<file path="src/rtl/mvs_pkg.sv">
package mvs_pkg;

    typedef enum logic [1:0] {
        ST_UNUSED = 2'd0,
        ST_WAIT   = 2'd1,
        ST_FULL   = 2'd2
    } rstat_e;

    typedef enum logic [1:0] {
        OP_LOAD  = 2'd0,
        OP_LOADI = 2'd1,
        OP_ADD   = 2'd2
    } op_e;

    typedef enum logic [1:0] {
        U_OPEN = 2'd0,
        U_BUSY = 2'd1,
        U_FREE = 2'd2
    } unit_e;

    localparam logic [1:0] TAG_LD   = 2'd0;
    localparam logic [1:0] TAG_SRC1 = 2'd1;
    localparam logic [1:0] TAG_SRC2 = 2'd2;

endpackage

</file>
<file path="src/rtl/mvs_regfile.sv">
module mvs_regfile #(
    parameter int DATA_W = 16,
    parameter int ADDR_W = 16,
    parameter int NREG   = 8,
    parameter int NPORT  = 4,
    localparam int IDX_W = $clog2(NREG)
) (
    input  logic                              clk,
    input  logic                              rst_n,
    input  logic [NPORT-1:0]                  wp_en,
    input  logic [NPORT-1:0][IDX_W-1:0]       wp_idx,
    input  logic [NPORT-1:0]                  wp_dwe,
    input  logic [NPORT-1:0][DATA_W-1:0]      wp_data,
    input  logic [NPORT-1:0]                  wp_awe,
    input  logic [NPORT-1:0][ADDR_W-1:0]      wp_addr,
    input  logic [NPORT-1:0]                  wp_swe,
    input  logic [NPORT-1:0][1:0]             wp_stat,
    output logic [NREG-1:0][DATA_W-1:0]       rf_data,
    output logic [NREG-1:0][ADDR_W-1:0]       rf_addr,
    output logic [NREG-1:0][1:0]              rf_stat
);
    import mvs_pkg::*;

    for (genvar e = 0; e < NREG; e++) begin : g_ent
        logic [DATA_W-1:0] data_q;
        logic [ADDR_W-1:0] addr_q;
        logic [1:0]        stat_q;

        // higher-numbered ports win when two hit the same entry
        always_ff @(posedge clk or negedge rst_n) begin
            if (!rst_n) begin
                data_q <= '0;
                addr_q <= '0;
                stat_q <= ST_UNUSED;
            end else begin
                for (int p = 0; p < NPORT; p++) begin
                    if (wp_en[p] && wp_idx[p] == IDX_W'(e)) begin
                        if (wp_dwe[p]) data_q <= wp_data[p];
                        if (wp_awe[p]) addr_q <= wp_addr[p];
                        if (wp_swe[p]) stat_q <= wp_stat[p];
                    end
                end
            end
        end

        assign rf_data[e] = data_q;
        assign rf_addr[e] = addr_q;
        assign rf_stat[e] = stat_q;
    end

endmodule

</file>
<file path="src/rtl/mvs_steer.sv">
module mvs_steer #(
    parameter int DATA_W = 16,
    parameter int NREG   = 8,
    localparam int IDX_W = $clog2(NREG)
) (
    input  logic              rsp_valid,
    input  logic [1:0]        rsp_tag,
    input  logic [DATA_W-1:0] rsp_data,
    input  logic [IDX_W-1:0]  ld_idx,
    input  logic [IDX_W-1:0]  s1_idx,
    input  logic [IDX_W-1:0]  s2_idx,
    output logic              wr_en,
    output logic [IDX_W-1:0]  wr_idx,
    output logic [DATA_W-1:0] wr_data
);
    import mvs_pkg::*;

    always_comb begin
        wr_data = rsp_data;
        wr_en   = rsp_valid;
        unique case (rsp_tag)
            TAG_LD:   wr_idx = ld_idx;
            TAG_SRC1: wr_idx = s1_idx;
            TAG_SRC2: wr_idx = s2_idx;
            default: begin
                wr_idx = ld_idx;
                wr_en  = 1'b0;
            end
        endcase
    end

endmodule

</file>
<file path="src/rtl/mvs_ctrl.sv">
module mvs_ctrl #(
    parameter int DATA_W = 16,
    parameter int ADDR_W = 16,
    parameter int NREG   = 8,
    localparam int IDX_W = $clog2(NREG),
    localparam int NP    = 3
) (
    input  logic                          clk,
    input  logic                          rst_n,
    input  logic                          cmd_valid,
    output logic                          cmd_ready,
    input  logic [1:0]                    cmd_op,
    input  logic [IDX_W-1:0]              cmd_rd,
    input  logic [IDX_W-1:0]              cmd_rs1,
    input  logic [IDX_W-1:0]              cmd_rs2,
    input  logic [IDX_W-1:0]              cmd_rsz,
    input  logic [DATA_W-1:0]             cmd_imm,
    input  logic [ADDR_W-1:0]             cmd_ofs,
    output logic                          req_valid,
    input  logic                          req_ready,
    output logic                          req_write,
    output logic [ADDR_W-1:0]             req_addr,
    output logic [DATA_W-1:0]             req_wdata,
    output logic [1:0]                    req_tag,
    input  logic                          rsp_valid,
    input  logic [1:0]                    rsp_tag,
    output logic [1:0]                    unit_state,
    input  logic [NREG-1:0][DATA_W-1:0]   rf_data,
    input  logic [NREG-1:0][ADDR_W-1:0]   rf_addr,
    input  logic [NREG-1:0][1:0]          rf_stat,
    output logic [NP-1:0]                 wp_en,
    output logic [NP-1:0][IDX_W-1:0]      wp_idx,
    output logic [NP-1:0]                 wp_dwe,
    output logic [NP-1:0][DATA_W-1:0]     wp_data,
    output logic [NP-1:0]                 wp_awe,
    output logic [NP-1:0][ADDR_W-1:0]     wp_addr,
    output logic [NP-1:0]                 wp_swe,
    output logic [NP-1:0][1:0]            wp_stat,
    output logic [IDX_W-1:0]              ld_idx,
    output logic [IDX_W-1:0]              s1_idx,
    output logic [IDX_W-1:0]              s2_idx
);
    import mvs_pkg::*;

    typedef enum logic [2:0] {
        S_IDLE, S_LD_REQ, S_LD_WAIT, S_RD_A, S_RD_B, S_SUM, S_WR
    } state_e;

    state_e            st, nxt;
    unit_e             unit_q, unit_n;
    logic [IDX_W-1:0]  ld_q, rd_q, s1_q, s2_q;
    logic [ADDR_W-1:0] ld_addr_q;
    logic [DATA_W-1:0] size_q, ofs_q;

    logic              cmd_fire;
    logic [ADDR_W-1:0] ld_addr;
    logic [ADDR_W-1:0] ofs_a;
    logic [DATA_W-1:0] sum;
    logic              last_elem;

    assign cmd_fire  = cmd_valid && cmd_ready;
    assign ld_addr   = ADDR_W'(cmd_imm) + cmd_ofs;
    assign ofs_a     = ADDR_W'(ofs_q);
    assign sum       = rf_data[s1_q] + rf_data[s2_q];
    assign last_elem = (ofs_q + DATA_W'(1)) == size_q;

    assign unit_state = unit_q;
    assign ld_idx     = ld_q;
    assign s1_idx     = s1_q;
    assign s2_idx     = s2_q;

    // state and datapath registers
    always_ff @(posedge clk or negedge rst_n) begin
        if (!rst_n) begin
            st        <= S_IDLE;
            unit_q    <= U_OPEN;
            ld_q      <= '0;
            rd_q      <= '0;
            s1_q      <= '0;
            s2_q      <= '0;
            ld_addr_q <= '0;
            size_q    <= '0;
            ofs_q     <= '0;
        end else begin
            st     <= nxt;
            unit_q <= unit_n;
            if (cmd_fire && st == S_IDLE && cmd_op == OP_LOAD) begin
                ld_q      <= cmd_rd;
                ld_addr_q <= ld_addr;
            end
            if (cmd_fire && st == S_IDLE && cmd_op == OP_ADD) begin
                rd_q   <= cmd_rd;
                s1_q   <= cmd_rs1;
                s2_q   <= cmd_rs2;
                size_q <= rf_data[cmd_rsz];
                ofs_q  <= '0;
            end
            if (st == S_WR && req_ready) ofs_q <= ofs_q + DATA_W'(1);
        end
    end

    // next state and outputs
    always_comb begin
        nxt       = st;
        unit_n    = unit_q;
        cmd_ready = (st == S_IDLE) || (cmd_op == OP_LOADI);
        req_valid = 1'b0;
        req_write = 1'b0;
        req_addr  = '0;
        req_wdata = '0;
        req_tag   = TAG_LD;
        wp_en     = '0;
        wp_idx    = '0;
        wp_dwe    = '0;
        wp_data   = '0;
        wp_awe    = '0;
        wp_addr   = '0;
        wp_swe    = '0;
        wp_stat   = '0;

        // port 0: command side
        if (cmd_fire) begin
            wp_en[0]  = 1'b1;
            wp_idx[0] = cmd_rd;
            wp_swe[0] = 1'b1;
            unique case (cmd_op)
                OP_LOADI: begin
                    wp_dwe[0]  = 1'b1;
                    wp_data[0] = cmd_imm;
                    wp_stat[0] = ST_FULL;
                end
                OP_LOAD: begin
                    wp_awe[0]  = 1'b1;
                    wp_addr[0] = ld_addr;
                    wp_stat[0] = ST_WAIT;
                    nxt        = S_LD_REQ;
                end
                OP_ADD: begin
                    wp_stat[0] = ST_UNUSED;
                    if (rf_data[cmd_rsz] == '0) begin
                        unit_n = U_FREE;
                    end else begin
                        unit_n = U_BUSY;
                        nxt    = S_RD_A;
                    end
                end
                default: wp_en[0] = 1'b0;
            endcase
        end

        unique case (st)
            S_IDLE: ;
            S_LD_REQ: begin
                req_valid = 1'b1;
                req_addr  = ld_addr_q;
                if (req_ready) nxt = S_LD_WAIT;
            end
            S_LD_WAIT: begin
                if (rsp_valid && rsp_tag == TAG_LD) nxt = S_IDLE;
            end
            S_RD_A: begin
                req_valid = 1'b1;
                req_addr  = rf_addr[s1_q] + ofs_a;
                req_tag   = TAG_SRC1;
                if (req_ready) begin
                    wp_en[1]   = 1'b1;
                    wp_idx[1]  = s1_q;
                    wp_swe[1]  = 1'b1;
                    wp_stat[1] = ST_WAIT;
                    nxt        = S_RD_B;
                end
            end
            S_RD_B: begin
                req_valid = 1'b1;
                req_addr  = rf_addr[s2_q] + ofs_a;
                req_tag   = TAG_SRC2;
                if (req_ready) begin
                    wp_en[2]   = 1'b1;
                    wp_idx[2]  = s2_q;
                    wp_swe[2]  = 1'b1;
                    wp_stat[2] = ST_WAIT;
                    nxt        = S_SUM;
                end
            end
            S_SUM: begin
                if (rf_stat[s1_q] == ST_FULL && rf_stat[s2_q] == ST_FULL) begin
                    wp_en[1]   = 1'b1;
                    wp_idx[1]  = rd_q;
                    wp_dwe[1]  = 1'b1;
                    wp_data[1] = sum;
                    wp_swe[1]  = 1'b1;
                    wp_stat[1] = ST_FULL;
                    nxt        = S_WR;
                end
            end
            S_WR: begin
                req_valid = 1'b1;
                req_write = 1'b1;
                req_addr  = rf_addr[rd_q] + ofs_a;
                req_wdata = rf_data[rd_q];
                if (req_ready) begin
                    if (last_elem) begin
                        wp_en[1]   = 1'b1;
                        wp_idx[1]  = s1_q;
                        wp_swe[1]  = 1'b1;
                        wp_stat[1] = ST_UNUSED;
                        wp_en[2]   = 1'b1;
                        wp_idx[2]  = s2_q;
                        wp_swe[2]  = 1'b1;
                        wp_stat[2] = ST_UNUSED;
                        unit_n     = U_FREE;
                        nxt        = S_IDLE;
                    end else begin
                        nxt = S_RD_A;
                    end
                end
            end
            default: nxt = S_IDLE;
        endcase
    end

endmodule

</file>
<file path="src/rtl/mem_vadd_seq.sv">
module mem_vadd_seq #(
    parameter int DATA_W = 16,
    parameter int ADDR_W = 16,
    parameter int NREG   = 8,
    localparam int IDX_W = $clog2(NREG)
) (
    input  logic              clk,
    input  logic              rst_n,
    input  logic              cmd_valid,
    output logic              cmd_ready,
    input  logic [1:0]        cmd_op,
    input  logic [IDX_W-1:0]  cmd_rd,
    input  logic [IDX_W-1:0]  cmd_rs1,
    input  logic [IDX_W-1:0]  cmd_rs2,
    input  logic [IDX_W-1:0]  cmd_rsz,
    input  logic [DATA_W-1:0] cmd_imm,
    input  logic [ADDR_W-1:0] cmd_ofs,
    output logic              req_valid,
    input  logic              req_ready,
    output logic              req_write,
    output logic [ADDR_W-1:0] req_addr,
    output logic [DATA_W-1:0] req_wdata,
    output logic [1:0]        req_tag,
    input  logic              rsp_valid,
    input  logic [1:0]        rsp_tag,
    input  logic [DATA_W-1:0] rsp_data,
    output logic [1:0]        unit_state
);
    localparam int NPC = 3;
    localparam int NP  = NPC + 1;

    logic [NP-1:0]                 wp_en;
    logic [NP-1:0][IDX_W-1:0]      wp_idx;
    logic [NP-1:0]                 wp_dwe;
    logic [NP-1:0][DATA_W-1:0]     wp_data;
    logic [NP-1:0]                 wp_awe;
    logic [NP-1:0][ADDR_W-1:0]     wp_addr;
    logic [NP-1:0]                 wp_swe;
    logic [NP-1:0][1:0]            wp_stat;
    logic [NREG-1:0][DATA_W-1:0]   rf_data;
    logic [NREG-1:0][ADDR_W-1:0]   rf_addr;
    logic [NREG-1:0][1:0]          rf_stat;
    logic [IDX_W-1:0]              ld_idx, s1_idx, s2_idx;
    logic                          rw_en;
    logic [IDX_W-1:0]              rw_idx;
    logic [DATA_W-1:0]             rw_data;

    mvs_ctrl #(.DATA_W(DATA_W), .ADDR_W(ADDR_W), .NREG(NREG)) ctrl_i (
        .clk(clk), .rst_n(rst_n),
        .cmd_valid(cmd_valid), .cmd_ready(cmd_ready), .cmd_op(cmd_op),
        .cmd_rd(cmd_rd), .cmd_rs1(cmd_rs1), .cmd_rs2(cmd_rs2), .cmd_rsz(cmd_rsz),
        .cmd_imm(cmd_imm), .cmd_ofs(cmd_ofs),
        .req_valid(req_valid), .req_ready(req_ready), .req_write(req_write),
        .req_addr(req_addr), .req_wdata(req_wdata), .req_tag(req_tag),
        .rsp_valid(rsp_valid), .rsp_tag(rsp_tag), .unit_state(unit_state),
        .rf_data(rf_data), .rf_addr(rf_addr), .rf_stat(rf_stat),
        .wp_en(wp_en[NPC-1:0]), .wp_idx(wp_idx[NPC-1:0]),
        .wp_dwe(wp_dwe[NPC-1:0]), .wp_data(wp_data[NPC-1:0]),
        .wp_awe(wp_awe[NPC-1:0]), .wp_addr(wp_addr[NPC-1:0]),
        .wp_swe(wp_swe[NPC-1:0]), .wp_stat(wp_stat[NPC-1:0]),
        .ld_idx(ld_idx), .s1_idx(s1_idx), .s2_idx(s2_idx)
    );

    mvs_steer #(.DATA_W(DATA_W), .NREG(NREG)) steer_i (
        .rsp_valid(rsp_valid), .rsp_tag(rsp_tag), .rsp_data(rsp_data),
        .ld_idx(ld_idx), .s1_idx(s1_idx), .s2_idx(s2_idx),
        .wr_en(rw_en), .wr_idx(rw_idx), .wr_data(rw_data)
    );

    // top port: read responses, data plus full status
    assign wp_en[NPC]   = rw_en;
    assign wp_idx[NPC]  = rw_idx;
    assign wp_dwe[NPC]  = 1'b1;
    assign wp_data[NPC] = rw_data;
    assign wp_awe[NPC]  = 1'b0;
    assign wp_addr[NPC] = '0;
    assign wp_swe[NPC]  = 1'b1;
    assign wp_stat[NPC] = mvs_pkg::ST_FULL;

    mvs_regfile #(.DATA_W(DATA_W), .ADDR_W(ADDR_W), .NREG(NREG), .NPORT(NP)) rf_i (
        .clk(clk), .rst_n(rst_n),
        .wp_en(wp_en), .wp_idx(wp_idx), .wp_dwe(wp_dwe), .wp_data(wp_data),
        .wp_awe(wp_awe), .wp_addr(wp_addr), .wp_swe(wp_swe), .wp_stat(wp_stat),
        .rf_data(rf_data), .rf_addr(rf_addr), .rf_stat(rf_stat)
    );

endmodule

</file>
<file path="config.mk">
export PLATFORM = sky130hd
export DESIGN_NAME = mem_vadd_seq
export DESIGN_NICKNAME = d
export VERILOG_FILES = /design/src/rtl/mvs_pkg.sv /design/src/rtl/mvs_regfile.sv /design/src/rtl/mvs_steer.sv /design/src/rtl/mvs_ctrl.sv /design/src/rtl/mem_vadd_seq.sv
export SDC_FILE = /design/constraint.sdc
export NUM_CORES = 1
export LEC_CHECK = 0
export BUFFER_PORTS_ARGS = -buffer_cell sky130_fd_sc_hd__buf_2
export CELL_PAD_IN_SITES_DETAIL_PLACEMENT = 0
export CELL_PAD_IN_SITES_GLOBAL_PLACEMENT = 1
export CORE_MARGIN = 2
export CORE_UTILIZATION = 40
export CTS_BUF_LIST = sky130_fd_sc_hd__clkbuf_8
export DETAILED_ROUTE_END_ITERATION = 8
export GPL_ROUTABILITY_DRIVEN = 0
export PLACE_DENSITY_LB_ADDON = 0.25
export SLEW_MARGIN = 15
export SYNTH_ARGS = -nofsm -noshare
export SYNTH_HDL_FRONTEND = slang
export SYNTH_SLANG_ARGS = --single-unit
</file>
<file path="constraint.sdc">
create_clock -name clk -period 10.9 [get_ports clk]
set_input_delay 1.635 -clock clk [delete_from_list [all_inputs] [get_ports clk]]
set_output_delay 1.635 -clock clk [all_outputs]
set_load 0.01 [all_outputs]
</file>
### Word level (Yosys, flattened, before mapping)

Cells that the tools add are included.

* flip-flop bits (word level): 337
* input port bits: 69

* $add $sub $neg: 6
* order comparisons: 4
* eq/ne operators: 41
* mux-type cells: 174
* reductions and logical operators: 60

Operators by type and width (count)
* 2-to-1 mux 16 bit: 56
* binary-select mux 16 bit (select 3 bit): 7
* 2-to-1 mux 2 bit: 69
* adder 16 bit: 5
* case mux 16 bit (4 select lines): 1
* == test 3 bit (second input constant): 19
* logical AND 1 bit: 39
* 2-to-1 mux 3 bit: 12
* == test 3 x 2 -> 1 bit (second input constant): 10
* case mux 3 bit (7 select lines): 1
* case mux 3 bit (2 select lines): 3
* adder 16 x 1 -> 16 bit (second input constant): 1
* == test 16 bit: 1
* zero test 16 bit: 1
* less-than comparator 3 x 4 -> 1 bit (second input constant): 4
* AND reduction 2 bit: 8
* == test 3 x 1 -> 1 bit (second input constant): 5
* zero test 3 bit: 5
* 2-to-1 mux 1 bit: 15
* binary-select mux 2 bit (select 3 bit): 2
* 2-to-1 mux 6 bit: 2
* case mux 2 bit (2 select lines): 3
* case mux 3 bit (3 select lines): 1
* == test 2 bit (second input constant): 4
* 8 further kinds: 11

### Depth between registers and ports, before layout

Gate-level depths: netlist (run 1).

* word-level depth: 12
* gate-level depth with buffers: 21

### Cells and area by module

From an unflattened synthesis (run 1), not the netlist that was laid out.

* cells, all modules: 3784
* area total of the unflattened synthesis: 33259.4 um2

Modules (own cells, without submodules)
* mvs_regfile: times used 1, cells an instance 2459, area an instance 19612.6 um2
* mvs_ctrl: times used 1, cells an instance 1292, area an instance 13419.1 um2
* mvs_steer: times used 1, cells an instance 31, area an instance 220.2 um2
* mem_vadd_seq: times used 1, cells an instance 2, area an instance 7.5 um2

### Worst setup path after synthesis (run 1)

OpenSTA, ideal clock, no wires.

* path kind: reg2out
* start point: reg ctrl_i.s2_q[0] (netlist: ctrl_i.s2_idx[0])
* end point: out req_addr[14]
* data arrival time: 4503 ps
* required time: 9265 ps
* slack: 4762 ps
* stages on the path, launching flop included: 22
* path buffers: 3
* cells stage by stage: dfrtp_1 > buf_2 > buf_1 > buf_1 > mux4_2 > nand2_1 > nand2_1 > nand2_1 > o221ai_1 > ha_1 > inv_1 > fa_1 > nor2b_1 > o21ai_0 > a21boi_0 > o21ai_0 > nand2b_1 > a31o_2 > a211o_1 > a31oi_1 > xor2_1 > o21ai_0

* word-level cells in the longest chain between the ends: 4

Ends and longest elaborated chain
* start, declared: line mvs_ctrl.sv:51 `logic [IDX_W-1:0] ld_q, rd_q, s1_q, s2_q;`
* start signal, assigned: line mvs_ctrl.sv:94 `s2_q <= cmd_rs2;`
* binary-select mux 16 bit (select 3 bit): line mvs_ctrl.sv:175 `req_addr = rf_addr[s2_q] + ofs_a;`
* 2-to-1 mux 16 bit (implied by the code): line mvs_ctrl.sv:175
* adder 16 bit: line mvs_ctrl.sv:175
* case mux 16 bit (4 select lines): line mvs_ctrl.sv:151 `unique case (st)`
* end, declared: line mem_vadd_seq.sv:21 `output logic [ADDR_W-1:0] req_addr,`

No other way between the ends. The select of a mux whose other input is x is not followed.

### Final worst setup path (run 1)

* start point: reg ctrl_i.st[2]
* end point: out req_addr[15]

* word-level cells in the longest chain between the ends: 2
* elaborated cells on any way between the ends: 5
* classes of those cells: 4 x eq/ne; 1 x mux

Ends and longest elaborated chain
* start, declared: line mvs_ctrl.sv:49 `state_e st, nxt;`
* start signal, assigned: line mvs_ctrl.sv:85 `st <= nxt;`
* == test 3 bit, or another cell as far along: line mvs_ctrl.sv:151
* case mux 16 bit (4 select lines) *: line mvs_ctrl.sv:151

Every way passes the cells marked *; elsewhere a longest branch is shown, timed or not.

==> flow_summary.ini, run 1 <==
[synthesis]
synth_cell_types = 80
synth_top_family_by_area = multiplexers
synth_warnings = 0
synth-seq-cells = 337
synth_nets = 2659
synth_area_um2 = 25900
synth-async-reset-ratio_pct = 100
synthMuxAreaShare_pct = 32.8
synthAdderAreaFrac_pct = 2.64
syn_avg_cell_area_um2 = 10.2
synth_compound_area_share_pct = 13.2
synth_ff_type = dfrtp_1
synth-edff-count = 0
synth.yosys.seq_area_share_pct = 32.5
synth-xor-area-share_pct = 2.31
synth-simple-area-share_pct = 13.0
synthCells = 2537

[global_route]
grt_antenna_before_repair = 4
grt_pass1_wl_um = 150000
grt_pass1_vias = 22300
gr-total-overflow = 0
grt_max_degree = 162
grt_use_total_pct = 30.3

[worst_setup_path]
rr_endpoint = rf_i.g_ent[6].data_q[9]
critPathRequiredTime_ns = 9.27
endpoint_kind = output port
ff2ff_path_depth = 12
critical_path_arrival_ns = 5.44
cp_max_fo = 32
criticalPathCategory = reg2out
regToRegSetupSlack_ns = 5.21
setup.worst_path.start_class = register
rr_startpoint = ctrl_i.s1_idx[0]

[timing]
fin_setup_tns_ns = 0
fmax_mhz = 141
worstMarginPinSlew_ns = 1.22
post-route-min-period_ns = 7.07
rsz0062_at_grt = no
setup_slack_ns = 3.83
drv_slew = 0
period_share_pct = 64.9
hold_violations = 0
skew_ns = 0.0286
max_slew_margin_pct = 16.3
finalSetupViolCount = 0

[detailed_routing]
drt-total-wl_um = 100000
via_count = 22200
first_pass_iters = 5
avgRoutedWirePerCell_um = 28.9
drt_iter0_drc = 2327
ant_nets = 0
drcViolationCount = 0
viasPerCell = 6.41

[status]
status = finished, final reports clean

[clock_tree]
clk_latency_ns = 0.67
cts-buffers-inserted = 69
clockBufferDepth = 3
h-tree-depth = 3
cts_setup_buffers = 0
clkTransAtPathRegs_ns = 0.06
cts_tree = built
cts_resized = 0
root_buffer = clkbuf_8
cts_hold_buffers = 0
cts_sinks = 337

[cells_and_area]
drive_gt1_share_pct = 26.2
nNetsFinal = 2681
area_growth_pct = 10.5

[floorplan]
pin_count = 108
start_util_pct = 40.3
fp.dieW_um = 259
die-area_um2 = 66900
die_height_um = 259
core_area_um2 = 64300
num_rows = 93

[pwr]
comb_power_share_pct = 53.9
p_per_area_nw_per_um2 = 285
ir_worst_vdd_uv = 193
p_clk_share_pct = 17.2
p_sw_share_pct = 45.7
power_switching_w = 0.00374
leakage_nw = 12.3
power.internal_w = 0.00445
p_seq_share_pct = 28.9

[place]
io_buffers = 107
dp_hpwl_um = 66600
pre_cts_slack_ns = 4.61

[hold_path]
hold_depth = 2
hold_path_class = reg2reg
whs_endpoint = ctrl_i.ld_addr_q[1]
holdCritStartpoint = ctrl_i.ld_addr_q[1]

[flow_run]
maxCapViolations = 0
## placed cells by master, fill, tap and decap left out, types with 15 or more instances in the layout
cell and count:
nand2_1 451, dfrtp_1 329, mux4_2 229, mux2i_1 182, o21ai_0 167, nor2_1 151
mux2_2 136, buf_2 106, a21oi_1 92, clkbuf_8 86, o221ai_1 56, ha_1 50
buf_4 46, o21a_1 45, xnor2_1 41, inv_1 38, nand3_1 36, xor2_1 24
a21o_1 23, nor3_1 21, a221oi_1 16, nor2b_1 15
## stage by stage
step / instances / instance area (µm²) / total power [W] / hold slack [ns] / util (%)
global placement: 3343 / 27200 / 0.00662 / 0.463 / 42.3
floorplan: 2537 / 25900 / 0.00534 / 0.446 / -
CTS: 3463 / 28600 / 0.00813 / 0.478 / 44.5
detailed placement: 3343 / 27200 / 0.00670 / 0.464 / 42.3
global route: 3464 / 28700 / 0.00868 / 0.510 / 44.5
finish: 3466 / 28700 / 0.00818 / 0.478 / 44.5
## cells by family after synthesis
group | after synthesis
and+or+nand+nor | 785
DFF | 337
adders and majority gates | 53
AOI/OAI and AO/OA | 520
muxes | 547
buffers and inverters | 228
xor gates and xnor gates | 67
## synth_stat cells (5+ instances only)
library cell,count,area [µm²]
clkbuf_1,126,473
a32oi_1,5,43.8
nand2_1,452,1700
a221o_1,8,80.1
o22ai_1,7,43.8
or2_2,6,37.5
ha_1,50,626
and3_1,14,87.6
nand4_1,8,50.1
o21ai_0,168,841
nand3_1,37,185
mux4_2,229,5160
o21a_1,45,338
xor2_1,24,210
o21bai_1,6,45.0
nor2b_1,15,93.8
a21oi_1,92,460
nand2b_1,10,62.6
buf_2,14,70.1
or4_1,9,67.6
a221oi_1,16,140
a211oi_1,6,45.0
dfrtp_1,337,8430
o31ai_1,11,82.6
and2_1,13,81.3
o21ai_1,14,70.1
buf_4,7,52.6
inv_1,22,82.6
mux2i_1,182,1820
o221ai_1,56,490
buf_1,54,203
a21o_1,23,173
a31oi_1,12,75.1
nor3_1,23,115
o2111ai_1,7,61.3
xnor2_1,42,368
mux2_2,136,1530
nor2_1,162,608
or3_1,8,50.1
## sequential cells by signal (all words and copies together) (netlist names)
name / cells
ctrl_i.s2_idx: 3
ctrl_i.st: 3
rf_i.g_ent.addr_q: 128
rf_i.g_ent.stat_q: 16
ctrl_i.unit_state: 2
ctrl_i.s1_idx: 3
ctrl_i.rd_q: 3
ctrl_i.size_q: 16
rf_i.g_ent.data_q: 128
ctrl_i.ld_idx: 3
ctrl_i.ld_addr_q: 16
ctrl_i.ofs_a: 16
## metal layers
metal	vias to the layer above	global-route usage (%)	routed length (µm)
met5	-	0	54
met4	8	15.5	5760
met3	316	7.76	9420
met2	1201	46.8	45200
met1	11100	39.5	39800
li1	9561	-	-
## power by group through the flow
stage / Combinational [W] / Sequential (W) / Clock, W
2_1_floorplan: 0.00339 / 0.00195 / 0
3_3_place_gp: 0.00429 / 0.00233 / 0
3_5_place_dp: 0.00433 / 0.00237 / 0
4_1_cts: 0.00435 / 0.00235 / 0.00143
5_1_grt: 0.00476 / 0.00244 / 0.00149
6_report: 0.00441 / 0.00236 / 0.00140
## worst max-delay path by stage
stage                   end  slack [ns]        startpoint
6_report       req_addr[15]        3.83      ctrl_i.st[2]
5_1_grt        req_addr[15]        3.52      ctrl_i.st[2]
4_1_cts        req_addr[15]        3.89      ctrl_i.st[2]
3_5_place_dp   req_addr[15]        4.61      ctrl_i.st[2]
3_3_place_gp   req_addr[15]        4.69      ctrl_i.st[2]
2_1_floorplan  req_addr[14]        4.76  ctrl_i.s2_idx[0]
## layout make-up
| cell class | count | area (µm²) |
|---|---|---|
| diodes | 3 | 7.51 |
| clock buffers | 86 | 1180 |
| clock inverters | 34 | 239 |
| fillers | 6090 | 35700 |
| inverters | 25 | 93.8 |
| multi-input cells | 1972 | 16700 |
| flip-flops and latches | 337 | 8460 |
| well taps | 855 | 1070 |
| repair buffers | 154 | 911 |
## critical path, cell delays in order (launching register included)
cell	delay, ns
dfrtp_1	0.49
inv_1	0.15
nor2_2	0.10
buf_4	0.35
nand2_2	0.76
o221ai_1	0.52
ha_1	0.30
a21o_1	0.17
a21oi_1	0.22
o21ai_0	0.15
a31oi_1	0.23
o21ai_0	0.17
o211ai_1	0.22
a21boi_0	0.13
o21ai_0	0.29
mux2i_1	0.12
a221o_1	0.26
buf_2	0.14
Power figures use the tool's default switching activity.
==> run 2, diff against run 1 <==
- clock period: 10.9 -> 6.3 ns (I/O delays scaled with it)
==> flow_summary.ini, run 2 (synthesis gave the netlist of run 1 again) <==
[cells_and_area]
nNetsFinal = 2690
drive_gt1_share_pct = 26.4
seqCellArea_um2 = 8460
final_common_cell = nand2_1
stdcell_area_um2 = 28800
multiInputGateArea_um2 = 16700
reg.largest.list = rf_i.g_ent.addr_q (128), rf_i.g_ent.data_q (128)
area_growth_pct = 10.9
n_fill_cell = 6138
mostFrequentLayoutCells = 451 x nand2_1, 329 x dfrtp_1, 229 x mux4_2
final_cells = 3477

[timing]
fmax_mhz = 171
drv_slew = 0
hold_ws_ns = 0.206
setup_slack_ns = 0.461
post-route-min-period_ns = 5.84
skew_ns = 0.0395
rsz0062_at_grt = no
period_share_pct = 92.7
worstMarginPinSlew_ns = 1.18
hold_violations = 0
fin_setup_tns_ns = 0
finalSetupViolCount = 0
max_slew_margin_pct = 21.5

[clock_tree]
cts_resized = 0
clk_latency_ns = 0.68
root_buffer = clkbuf_8
cts-buffers-inserted = 69
h-tree-depth = 3
cts_tree = built
cts_setup_buffers = 0
cts_sinks = 337
clockBufferDepth = 3
cts_hold_buffers = 0
clkTransAtPathRegs_ns = 0.06

[floorplan]
pin_count = 108
start_util_pct = 40.3
fp.dieW_um = 259
core_area_um2 = 64300
num_rows = 93
die-area_um2 = 66900
die_height_um = 259

[pwr]
leakage_nw = 12.4
p_per_area_nw_per_um2 = 495
ir_worst_vdd_uv = 230

[worst_setup_path]
setup.worst_path.start_class = register
endpoint_kind = output port
criticalPathCategory = reg2out
critPathRequiredTime_ns = 5.35
regToRegSetupSlack_ns = 1.14
rr_endpoint = rf_i.g_ent[7].data_q[14]
rr_startpoint = ctrl_i.s1_idx[0]
cp_max_fo = 33
critical_path_arrival_ns = 4.89
ff2ff_path_depth = 15

[global_route]
gr-total-overflow = 0
grt_antenna_before_repair = 7
grt_max_degree = 163
grt_pass1_wl_um = 150000
grt_use_total_pct = 30.5
grt_pass1_vias = 22400

[status]
status = finished, final reports clean

[place]
dpl.cell_count = 3352
io_buffers = 107
placed_area_um2 = 27300
pre_cts_slack_ns = 1.13
dp_hpwl_um = 67400

[detailed_routing]
first_pass_iters = 6
ant_nets = 0
via_count = 22500
avgRoutedWirePerCell_um = 29.2
drt_iter0_drc = 2484
drcViolationCount = 0
viasPerCell = 6.46
drt-total-wl_um = 102000

[flow_run]
maxCapViolations = 0

[hold_path]
hold_path_class = in2async
## run 2: cell count changes in the layout (fill, tap and decap cells not counted), moves of 2 or more
cell,delta
inv_6,+3
clkinvlp_4,-2
a41oi_2,-2
a41oi_1,+2
buf_12,+4
diode_2,-2
clkinv_2,+3
buf_4,+5
## run 2: worst max path at each step
| stage | from | end | slack [ns] | depth (start not counted) |
|---|---|---|---|---|
| floorplan | ctrl_i.s2_idx[0] | req_addr[14] | 0.85 | 21 |
| global placement | ctrl_i.s1_idx[0] | req_addr[15] | 1.17 | 15 |
| detailed placement | ctrl_i.s1_idx[0] | req_addr[15] | 1.13 | 15 |
| CTS | ctrl_i.s1_idx[0] | req_addr[15] | 0.42 | 15 |
| global route | ctrl_i.s1_idx[0] | req_addr[14] | 0.03 | 17 |
| finish | ctrl_i.s1_idx[0] | req_addr[15] | 0.46 | 15 |
## run 2: final cells by class
type / instances / area share [%]
inverters: 25 / 0.326
clock buffers: 86 / 4.11
repair buffers: 163 / 3.58
clock inverters: 38 / 0.857
well taps: 855 / 3.72
diodes: 1 / 0.00870
flip-flops and latches: 337 / 29.4
multi-input cells: 1972 / 58.0
## run 2: through the flow
step	util, %	total power [W]
final	44.7	0.0142
after floorplan	-	0.00924
after global placement	42.5	0.0115
after detailed placement	42.5	0.0117
after CTS	44.7	0.0142
after global routing	44.7	0.0151
## run 2: metal layers
| metal | part of all wire, % | wire [µm] | vias to the layer above | global-route usage, % |
|---|---|---|---|---|
| li1 | - | - | 9584 | - |
| met4 | 4.7 | 4820 | 4 | 14.2 |
| met3 | 9.6 | 9780 | 268 | 6.47 |
| met2 | 45 | 46000 | 1257 | 47.2 |
| met1 | 40 | 40900 | 11400 | 41.0 |
| met5 | 0.032 | 32 | - | 0.142 |
## run 2: power breakdown
| group | switching, W | internal, W |
|---|---|---|
| registers | 0.00120 | 0.00286 |
| logic | 0.00423 | 0.00352 |
| clock network | 0.00111 | 0.00133 |
## run 2: critical path: stages, from the launching register on
cell and delay [ns]:
dfrtp_4 0.89, mux4_2 0.59, mux2i_1 0.14, o221ai_1 0.16, ha_1 0.32, a21o_1 0.17, a21oi_1 0.22, o21ai_0 0.16
a31oi_1 0.23, o21ai_0 0.18, o211ai_1 0.20, a21boi_0 0.13, o21ai_0 0.28, mux2i_1 0.12, a221o_1 0.27, buf_2 0.14
